`src/rtl/qseq_pkg.sv`:
```
package qseq_pkg;
   typedef enum logic [1:0] {
      PH_S1 = 2'd0,
      PH_S2 = 2'd1,
      PH_S3 = 2'd2,
      PH_S4 = 2'd3
   } phase_e;

   localparam int unsigned NUM_PHASES = 4;
endpackage

```
`src/rtl/qseq_phase_gen.sv`:
```
module qseq_phase_gen
   import qseq_pkg::*;
#(
   parameter bit CLKOUT_REG = 1'b1
) (
   input  logic                  clk,
   input  logic                  rst_n,
   output phase_e                phase,
   output logic [NUM_PHASES-1:0] strobes,
   output logic                  clk_div4
);
   phase_e phase_q;
   phase_e phase_nx;

   assign phase_nx = phase_e'(phase_q + 2'd1);

   always_ff @(posedge clk or negedge rst_n) begin
      if (!rst_n) phase_q <= PH_S1;
      else        phase_q <= phase_nx;
   end

   assign phase = phase_q;

   for (genvar i = 0; i < NUM_PHASES; i++) begin : g_strobe
      assign strobes[i] = (phase_q == phase_e'(i));
   end

   if (CLKOUT_REG) begin : g_clk_reg
      logic div_q;
      always_ff @(posedge clk or negedge rst_n) begin
         if (!rst_n) div_q <= 1'b1;
         else        div_q <= (phase_nx == PH_S1) || (phase_nx == PH_S2);
      end
      assign clk_div4 = div_q;
   end else begin : g_clk_comb
      assign clk_div4 = (phase_q == PH_S1) || (phase_q == PH_S2);
   end

   p_step_r1: assert property (@(posedge clk) disable iff (!rst_n)
      $past(rst_n) |-> (phase == phase_e'($past(phase) + 2'd1)));

   p_onehot_r1: assert property (@(posedge clk) disable iff (!rst_n)
      $onehot(strobes));

   p_div_rise_r9: assert property (@(posedge clk) disable iff (!rst_n)
      ($past(rst_n) && $rose(clk_div4)) |-> strobes[0]);
endmodule

```
`src/rtl/qseq_pc_unit.sv`:
```
module qseq_pc_unit
   import qseq_pkg::*;
#(
   parameter int unsigned PC_W      = 13,
   parameter logic [PC_W-1:0] RESET_VEC = '0
) (
   input  logic            clk,
   input  logic            rst_n,
   input  phase_e          phase,
   input  logic            take_branch,
   input  logic [PC_W-1:0] target,
   output logic [PC_W-1:0] pc
);
   localparam logic [PC_W-1:0] STEP = PC_W'(1);

   logic [PC_W-1:0] pc_q;
   logic [PC_W-1:0] next_q;

   always_ff @(posedge clk or negedge rst_n) begin
      if (!rst_n) begin
         pc_q   <= RESET_VEC;
         next_q <= RESET_VEC;
      end else begin
         if (phase == PH_S4) next_q <= take_branch ? target : (pc_q + STEP);
         if (phase == PH_S1) pc_q   <= next_q;
      end
   end

   assign pc = pc_q;

   p_pc_slot1_r3: assert property (@(posedge clk) disable iff (!rst_n)
      ($past(rst_n) && (pc != $past(pc))) |-> ($past(phase) == PH_S1));
endmodule

```
`src/rtl/qseq_ir_unit.sv`:
```
module qseq_ir_unit
   import qseq_pkg::*;
#(
   parameter int unsigned IW       = 14,
   parameter logic [IW-1:0] NOP_WORD = '0
) (
   input  logic          clk,
   input  logic          rst_n,
   input  phase_e        phase,
   input  logic [IW-1:0] fetch_word,
   input  logic          flush_set,
   output logic [IW-1:0] ir,
   output logic          bubble
);
   logic [IW-1:0] hold_q;
   logic          flush_q;
   logic [IW-1:0] ir_q;
   logic          bub_q;

   always_ff @(posedge clk or negedge rst_n) begin
      if (!rst_n) begin
         hold_q  <= NOP_WORD;
         flush_q <= 1'b1;
         ir_q    <= NOP_WORD;
         bub_q   <= 1'b1;
      end else begin
         if (phase == PH_S4) begin
            hold_q  <= fetch_word;
            flush_q <= flush_set;
         end
         if (phase == PH_S1) begin
            ir_q  <= flush_q ? NOP_WORD : hold_q;
            bub_q <= flush_q;
         end
      end
   end

   assign ir     = ir_q;
   assign bubble = bub_q;

   p_ir_slot1_r4: assert property (@(posedge clk) disable iff (!rst_n)
      ($past(rst_n) && (ir != $past(ir))) |-> ($past(phase) == PH_S1));

   p_bubble_nop_r7: assert property (@(posedge clk) disable iff (!rst_n)
      bubble |-> (ir == NOP_WORD));
endmodule

```
`src/rtl/qseq_core.sv`:
```
module qseq_core
   import qseq_pkg::*;
#(
   parameter int unsigned PC_W       = 13,
   parameter int unsigned IW         = 14,
   parameter logic [IW-1:0] NOP_WORD = '0,
   parameter bit          GATE_STROBES = 1'b1,
   parameter bit          CLKOUT_REG   = 1'b1
) (
   input  logic            clk,
   input  logic            rst_n,
   output logic [PC_W-1:0] prog_addr,
   input  logic [IW-1:0]   instr_in,
   output logic [IW-1:0]   ir_out,
   output logic            bubble,
   input  logic            branch_req,
   input  logic [PC_W-1:0] branch_target,
   output logic [3:0]      q_strobe,
   output logic [1:0]      phase_idx,
   output logic            rd_strobe,
   output logic            wr_strobe,
   output logic            clk_div4
);
   if (PC_W < 2 || PC_W > 32) begin : g_bad_pc_w
      $error("qseq_core: PC_W out of range");
   end
   if (IW < 1) begin : g_bad_iw
      $error("qseq_core: IW must be positive");
   end

   phase_e phase;
   logic   take_branch;

   qseq_phase_gen #(.CLKOUT_REG(CLKOUT_REG)) u_phase (
      .clk      (clk),
      .rst_n    (rst_n),
      .phase    (phase),
      .strobes  (q_strobe),
      .clk_div4 (clk_div4)
   );

   assign take_branch = (phase == PH_S4) && branch_req && !bubble;

   qseq_pc_unit #(.PC_W(PC_W), .RESET_VEC('0)) u_pc (
      .clk         (clk),
      .rst_n       (rst_n),
      .phase       (phase),
      .take_branch (take_branch),
      .target      (branch_target),
      .pc          (prog_addr)
   );

   qseq_ir_unit #(.IW(IW), .NOP_WORD(NOP_WORD)) u_ir (
      .clk        (clk),
      .rst_n      (rst_n),
      .phase      (phase),
      .fetch_word (instr_in),
      .flush_set  (take_branch),
      .ir         (ir_out),
      .bubble     (bubble)
   );

   assign phase_idx = phase;

   if (GATE_STROBES) begin : g_gated
      assign rd_strobe = q_strobe[1] && !bubble;
      assign wr_strobe = q_strobe[3] && !bubble;

      p_quiet_r7: assert property (@(posedge clk) disable iff (!rst_n)
         bubble |-> (!rd_strobe && !wr_strobe));
   end else begin : g_raw
      assign rd_strobe = q_strobe[1];
      assign wr_strobe = q_strobe[3];
   end

   p_rd_slot_r5: assert property (@(posedge clk) disable iff (!rst_n)
      rd_strobe |-> (phase_idx == 2'd1));

   p_wr_slot_r5: assert property (@(posedge clk) disable iff (!rst_n)
      wr_strobe |-> (phase_idx == 2'd3));

   p_flush_r7: assert property (@(posedge clk) disable iff (!rst_n)
      take_branch |-> ##2 (bubble && (ir_out == NOP_WORD)));

   p_target_r6: assert property (@(posedge clk) disable iff (!rst_n)
      take_branch |-> ##2 (prog_addr == $past(branch_target, 2)));
endmodule

```
`config.mk`:
```
export PLATFORM = sky130hd
export DESIGN_NAME = qseq_core
export DESIGN_NICKNAME = d
export VERILOG_FILES = /design/src/rtl/qseq_pkg.sv /design/src/rtl/qseq_phase_gen.sv /design/src/rtl/qseq_pc_unit.sv /design/src/rtl/qseq_ir_unit.sv /design/src/rtl/qseq_core.sv
export SDC_FILE = /design/constraint.sdc
export NUM_CORES = 1
export LEC_CHECK = 0
export ABC_AREA = 0
export BUFFER_PORTS_ARGS = -buffer_cell sky130_fd_sc_hd__buf_2
export CAP_MARGIN = 5
export CORE_ASPECT_RATIO = 0.9
export CORE_MARGIN = 4
export CORE_UTILIZATION = 40
export DETAILED_ROUTE_END_ITERATION = 16
export PLACE_DENSITY_LB_ADDON = 0.2
export RECOVER_POWER = 50
export SETUP_SLACK_MARGIN = 0.05
export SLEW_MARGIN = 0
export SYNTH_ARGS = -nofsm -noshare
export SYNTH_HDL_FRONTEND = slang
export SYNTH_SLANG_ARGS = --single-unit
```
`constraint.sdc`:
```
create_clock -name clk -period 4.5 [get_ports clk]
set_clock_uncertainty 0.2 [all_clocks]
set_input_delay 0.225 -clock clk [delete_from_list [all_inputs] [get_ports clk]]
set_output_delay 0.225 -clock clk [all_outputs]
set_load 0.03 [all_outputs]
```
* Word-level counts from Yosys, hierarchy flattened *
Cells that the tools add are included.

storage, ports and cells
  flip-flop bits (word level) = 59
  bits in latches = 0
  memory bits (writable) = 0
  bits in read-only memories = 0
  input port bits = 30
  word-level logic and storage cells = 24
  memories = 0

cells by class
  add/sub/neg operators = 2
  multiply operators = 0
  divide/modulo/power cells = 0
  magnitude comparators = 0
  equal/unequal tests = 4
  shifts and indexed selects = 0
  muxes and demuxes = 2
  bitwise logic cells = 0
  reduce and logical (&&, ||, !) cells = 8

operator list
  cell                   number
  $mux 14                1
  $add 13x1->13 const B  1
  $mux 13                1
  $eq 2x1->1 const B     2
  $eq 2x2->1 const B     2
  $logic_and 1x1->1      4
  $logic_not 2->1        2
  $add 2x1->2 const B    1
  $logic_not 1->1        1
  $logic_or 1x1->1       1

* Logic depth before layout (Yosys ltp) *
Gate-level depths: netlist (run 1).

  depth in word-level cells = 4
  depth in mapped cells = 6
  depth with buffers taken out = 5

* Hierarchy *
From an unflattened synthesis (run 1), not the netlist that was laid out.

unflattened totals
  cell total of the unflattened synthesis = 226
  area, all modules = 2708.8 µm²

modules (own cells, without submodules)
  module          times used  cells an instance  area each (µm²)  sequential area each (µm²)
  qseq_pc_unit    1           118                1297.5           650.6
  qseq_ir_unit    1           95                 1246.2           753.2
  qseq_phase_gen  1           10                 137.6            76.3
  qseq_core       1           3                  27.5             0.0

* Least setup slack after synthesis (run 1) *
No wires, ideal clock.

  kind = register to output
  start = register u_phase.phase_q[1], in the netlist u_phase.phase[1]
  end = output wr_strobe
  arrival = 1.939 ns
  data required time = 4.075 ns
  setup slack = 2.136 ns
  cell stages (with the launch flop) = 5
  buffers on the path = 2
  cells stage by stage = dfrtp_1 ha_1 clkbuf_1 clkbuf_1 nor2b_1

on the way
  cells in the longest elaborated chain, start to end = 2

RTL lines
  element                 line                  text
  from (decl)             qseq_phase_gen.sv:12  phase_e phase_q;
  from (signal assigned)  qseq_phase_gen.sv:19  else phase_q <= phase_nx;
  $eq 2x2->1              qseq_phase_gen.sv:25  assign strobes[i] = (phase_q == phase_e'(i));
  named net q_strobe[3]   qseq_core.sv:18       output logic [3:0] q_strobe,
  $logic_and 1x1->1       qseq_core.sv:67       assign wr_strobe = q_strobe[3] && !bubble;
  to (decl)               qseq_core.sv:21       output logic wr_strobe,

The timed path passes the listed nets, and every way through them passes these cells.

* Worst setup path in the final report (run 1) *
  start = register u_phase.phase_q[0], in the netlist u_phase.phase[0]
  end = output wr_strobe

on the way
  cells in the longest elaborated chain, start to end = 2

RTL lines
  element            line
  $eq 2x2->1         qseq_phase_gen.sv:25
  $logic_and 1x1->1  qseq_core.sv:67

Every way passes these cells.

==> summary.txt, run 1 <==
Worst setup path
  • Depth of the most critical reg-to-reg path: 3
  • Crit Path Max Fanout: 43
  • Slowest cell on crit path: ha_2
  • Worst Path Required: 4070 ps
  • CP max stage delay: 790 ps
  • Worst setup SP type: flip-flop
  • Stages on the worst setup path: 3
  • CP cell instances: ha_2 > nor2b_1 > buf_2
  • Crit end category: output pin
  • Crit path buffers/inverters: 1
  • CP top delay family: adder cells
  • Critical Path AT: 1970 ps
  • Crit Path Category: reg2out

Clock network
  • CTS tree: yes
  • Clock sink count: 59
  • Worst skew pair latency: 330 ps
  • H-tree depth: 3
  • CTS root buf: clkbuf_8
  • Setup bufs post-CTS: 0
  • CTS Buffer Depth: 2
  • Reg clk slew, reported paths: 70 ps
  • CTS buffer count: 9

Global route
  • First-pass GRT wire length: 9.86 mm
  • Antenna violations before repair: 0
  • Total track usage: 15.6%
  • Vias in the first global route: 2,077
  • Global route total overflow: 0
  • Largest net degree at the start of global routing: 60

Synth
  • Dominant cell type by area after synthesis: dfrtp_1
  • Post-Syn Nets: 268
  • Mapped cell area: 2650 µm²
  • Register area share after synthesis: 55.8%
  • #FFs+latches synth: 59
  • Cells after synthesis: 233
  • Synthesized area per cell: 11.4 µm²
  • YS warnings: 0
  • Synth area leaders: dfrtp_1 53%, mux2_2 12%, inv_1 4.1%
  • Synth cell types: 27
  • Top-area cell type share of the netlist area: 52.9%

Timing
  • Tmin final: 2400 ps
  • Fin crit share: 53.2%
  • RSZ-0062 raised after global routing: no
  • Fin. max-slew vios: 0
  • Fmax: 417 MHz
  • Hold Fails Final Rpt: 0
  • Slew HR: 25.2%
  • Setup TNS: 0 ps
  • Final Setup Violations: 0
  • Worst-margin pin slew: 1120 ps

Pwr
  • Overall Power: 1.38 mW
  • Power Density: 396 nW/µm²
  • VDD IR-drop max: 0.180 mV
  • Leakage power: 1.53 nW

Routing
  • Vias/cell: 4.75
  • First-pass DRT Iterations: 4
  • DR WL/cell: 13.7 µm
  • Final WL: 5.68 mm
  • DR vias: 1,977
  • DRC marker count from the first detailed-route iteration: 37
  • Routed Antenna Nets: 0
  • DR DRC count: 0

Placed design
  • Port buffer count: 66
  • Detailed Place HPWL: 3.66 mm
  • Gpl congestion: 0.772

Finish
  • # nets final: 359
  • Inserted Diodes: 0
  • Area Overhead vs Synth: 31.2%
  • Share of post-route cells with drive strength above 1: 29.8%

Floorplan
  • Number of core rows: 27
  • Die area: 8000 µm²
  • Chip height: 85.2 µm
  • Core ar.: 6280 µm²
  • Top Ports: 67
  • Initial Util: 42.2%
  • Die X: 93.8 µm

Min path
  • Worst Hold Path Cells: 3
  • Min-delay worst type: in2reg

Run
  • MaxCap Viol Count: 0

Status
  • Outcome: completed
metal layers:
metal	global-route usage (%)	share of wire, %
met5	0	0
met4	7.87	2.0
met2	24.8	46
met1	20.4	48
met3	2.84	4.1
path summary, 6_finish.rpt:
path	start	to	slack, ps
worst max-delay path	u_phase.phase[0]	wr_strobe	2100
worst min-delay path	branch_target[0]	u_pc.next_q[0]	30
worst max register to register	u_phase.phase[0]	u_pc.next_q[9]	2290
worst min register to register	u_pc.next_q[8]	u_pc.pc[8]	300
max in group asynchronous	rst_n	u_pc.pc[12]	3220
min in group asynchronous	rst_n	u_pc.pc[6]	390
timing repair:
action | in CTS | in global routing
gates resized for setup | 0 | 0
endpoints found under the hold margin | 81 | 0
hold buffers | 26 | 0
registers in the layout (all words and copies together) (netlist names):
register	count
u_ir.hold_q	14
u_ir.ir	14
u_pc.next_q	13
u_pc.pc	13
u_phase.phase	2
u_ir.bubble	1
u_ir.flush_q	1
u_phase.clk_div4	1
stage by stage:
stage          setup slack (ps)  cell area [µm²]  util (%)  instances  hold slack (ps)
2_1_floorplan              2140             2650         -        233             -271
3_3_place_gp               2330             3050      48.5        374              227
3_5_place_dp               2280             3050      48.5        374              233
4_1_cts                    2070             3500      55.8        416             15.7
5_1_grt                    1960             3480      55.4        416             61.4
6_report                   2100             3480      55.4        416             31.4
final cells by class:
cell class	count	area, µm²
clock inverters	5	52.6
inverters	29	109
flip-flops and latches	59	1480
fillers	591	2810
clock buffers	11	141
repair buffers	94	581
well taps	87	109
multi-input cells	131	1010
tightest hold or removal path, stage by stage:
cell,delay (ps)
buf_2,90
a21oi_1,50
a21oi_1,140
Yosys cell counts:
cell,count
xor2_1,2
nor3_1,7
nand2_1,9
o221ai_1,7
dfstp_2,3
inv_1,29
mux2_2,28
clkbuf_2,1
nor2b_1,3
nor4_4,1
clkbuf_1,9
nand4_4,1
ha_1,5
nand4_1,1
o21a_1,2
o22ai_1,2
nand3_1,13
o221ai_2,1
nand3b_1,14
a31oi_1,1
dfrtp_1,56
nand2b_1,1
buf_2,4
nor2_1,5
xnor2_1,7
a21oi_1,2
o21ai_0,19
power breakdown:
group | internal, mW | total [mW] | switching (mW)
combinational | 0.106 | 0.251 | 0.145
clock | 0.268 | 0.466 | 0.198
sequential | 0.594 | 0.660 | 0.0658
total | 0.968 | 1.38 | 0.409
cells by family after synthesis:
group,after synthesis,share of synthesized area (%)
compound gates,34,8.12
xor+xnor,9,2.97
fa+ha+maj,5,2.36
buf+inv,43,6.32
flops,59,55.8
mux,28,11.9
simple gates,55,12.5
cell usage in the layout, fill, tap and decap left out, drive strengths merged, types with 5 or more instances in the layout:
master / Yosys / routed
buf: 4 / 48
nand3: 13 / 13
o221ai: 8 / 8
ha: 5 / 5
inv: 29 / 29
nor3: 7 / 7
mux2: 28 / 28
dfrtp: 56 / 56
clkbuf: 10 / 31
o21ai: 19 / 19
dlygate4sd3: 0 / 26
nor2: 5 / 5
xnor2: 7 / 7
nand2: 9 / 9
nand3b: 14 / 14
Note: power is estimated with default switching activity, not from simulation.
==> inputs of run 2 (changes only) <==
==> constraint.sdc (replaced) <==
create_clock -name clk -period 2.3 [get_ports clk]
set_clock_uncertainty 0.2 [all_clocks]
set_input_delay 0.115 -clock clk [delete_from_list [all_inputs] [get_ports clk]]
set_output_delay 0.115 -clock clk [all_outputs]
set_load 0.03 [all_outputs]
==> run 2 against run 1 <==
Die area is the same. Cell area increased by 3.1%. Sequential cell count unchanged. Worst hold slack gained 30 ps. Sequential share of layout area shrank 1.3 points. First-iteration DRC count rose by 51%. Critical path depth increased by 1. Setup slack worse by 1700 ps. Utilization rose by 1.7 points. Clock power rose by 130%. Via count increased by 2.2%. Routed wire length up 8.0%. Largest cell class unchanged.
==> summary.txt, run 2 (same netlist as run 1, synthesis figures left out) <==
Clock network
  • CTS buffer count: 9
  • Clock sink count: 59
  • CTS root buf: clkbuf_8
  • CTS tree: yes
  • Worst skew pair latency: 330 ps
  • Reg clk slew, reported paths: 60 ps
  • H-tree depth: 3
  • CTS Buffer Depth: 2
  • Post-CTS sizing: 0

Global route
  • Antenna violations before repair: 0
  • Largest net degree at the start of global routing: 28
  • Total track usage: 16.5%
  • Vias in the first global route: 2,116
  • First-pass GRT wire length: 10.3 mm
  • Global route total overflow: 0

Worst setup path
  • Critical Path AT: 1610 ps
  • Slowest cell on crit path: dfrtp_1
  • Reg-to-reg startpoint: u_pc.pc[0]
  • Crit end category: output pin
  • Worst Path Required: 1990 ps
  • Stages on the worst setup path: 4
  • CP top delay family: buffers and inverters
  • Depth of the most critical reg-to-reg path: 5
  • CP cell instances: inv_1 > ha_1 > buf_12 > buf_2
  • R2R Setup Slk: 520 ps
  • Crit Path Max Fanout: 27
  • Worst setup SP type: flip-flop
  • Start point of the critical path: u_phase.phase[0]
  • Critical R2R Capture: u_pc.next_q[10]
  • Crit path buffers/inverters: 3
  • Crit Path Category: reg2out
  • CP endpoint: q_strobe[0]
  • CP max stage delay: 410 ps

Pwr
  • Power Density: 799 nW/µm²
  • NetSw: 822 µW
  • Clk pwr share: 37.2%
  • Switching Share: 28.7%
  • Internal: 2.04 mW
  • VDD IR-drop max: 0.367 mV
  • Reg power frac: 45.1%
  • Leakage power: 1.58 nW
  • Overall Power: 2.87 mW
  • Combinational Power Share: 17.7%

Timing
  • Final hold slack: 61.6 ps
  • Worst-margin pin slew: 1270 ps
  • Final Setup Violations: 0
  • Hold Fails Final Rpt: 0
  • Fin crit share: 83.6%
  • Final worst setup slack: 377 ps
  • RSZ-0062 raised after global routing: no
  • Slew HR: 15.2%
  • Tmin final: 1920 ps
  • Fmax: 520 MHz
  • Setup TNS: 0 ps
  • Fin. max-slew vios: 0

Placed design
  • Detailed Place HPWL: 4.21 mm
  • Gpl congestion: 0.802
  • Pre-CTS setup slack: 551 ps
  • Port buffer count: 66
  • Dpl cells: 379
  • Placed Instance Area: 3100 µm²

Finish
  • # nets final: 366
  • Design Area, Final: 3590 µm²
  • Inserted Diodes: 0
  • Final core utilization: 57.1%
  • Share of post-route cells with drive strength above 1: 31.3%
  • Area Overhead vs Synth: 35.3%
  • Commonest non-fill, non-tap cell in the layout: dfrtp_1
  • Fillcell total: 576
  • Post-route insts no fill: 423
  • Commonest cells after routing, fill and taps aside: 56 x dfrtp_1, 47 x buf_2, 29 x inv_1

Floorplan
  • Die area: 8000 µm²
  • Die X: 93.8 µm
  • Initial Util: 42.2%
  • Number of core rows: 27
  • Core ar.: 6280 µm²
  • Top Ports: 67
  • Chip height: 85.2 µm

Routing
  • Routed Antenna Nets: 0
  • DRC marker count from the first detailed-route iteration: 56
  • Met2 WL post-DR: 2.92 mm
  • Vias/cell: 4.78
  • DR DRC count: 0
  • First-pass DRT Iterations: 6
  • DR vias: 2,021
  • Final WL: 6.14 mm
  • M1 wire length: 2.81 mm
  • DR WL/cell: 14.5 µm
  • Highest Signal Layer: met4
  • DR WL met3: 315 µm

Min path
  • Min-delay worst type: in2reg

Run
  • MaxCap Viol Count: 0

Status
  • Outcome: completed
-- run 2: worst min-delay path by stage --
stage / start / end / slack (ps) / cells after the start
6_report: branch_req / u_pc.next_q[1] / 60 / 4
5_1_grt: branch_req / u_pc.next_q[1] / 80 / 4
4_1_cts: branch_req / u_pc.next_q[1] / 40 / 4
3_5_place_dp: rst_n / u_pc.next_q[1] / -80 / 1
3_3_place_gp: rst_n / u_ir.hold_q[0] / -80 / 1
2_1_floorplan: rst_n / u_ir.hold_q[0] / -380 / 0
-- run 2: timing repair --
item                                   CTS  global route
buffers inserted                         0             0
hold buffers                            28             0
endpoints found under the hold margin   48             0
setup endpoints to repair                0             0
-- run 2: final cells by class --
class                           instances  area [µm²]  share of cell area (%)
Sequential cell                        59        1480                    41.3
Multi-Input combinational cell        131        1010                    28.1
Timing Repair Buffer                  101         652                    18.2
Clock buffer                           12         155                    4.33
Inverter                               29         109                    3.04
Tap cell                               87         109                    3.04
Clock inverter                          4        72.6                    2.02
-- run 2: worst register-to-register path, delay by kind of cell (launching register included) --
family / cells / cell delay, ps
AND/OR/NAND/NOR: 2 / 460
flip-flops: 1 / 440
adder cells (fa/ha/maj): 1 / 260
XOR/XNOR: 1 / 150
AO/OA/AOI/OAI: 1 / 120
-- run 2: per-layer routing --
layer / up-vias / track usage (%)
met5: - / 0
met4: 0 / 7.87
met3: 8 / 3.28
met2: 45 / 26.1
met1: 981 / 21.7
li1: 987 / -
-- run 2: power by group through the flow --
stage               clock, mW  combinational, mW  sequential, mW
CTS                      1.10              0.516            1.29
global route             1.14              0.549            1.31
finish                   1.07              0.506            1.29
floorplan                   0              0.214            1.40
detailed placement          0              0.477            1.31
global placement            0              0.472            1.31
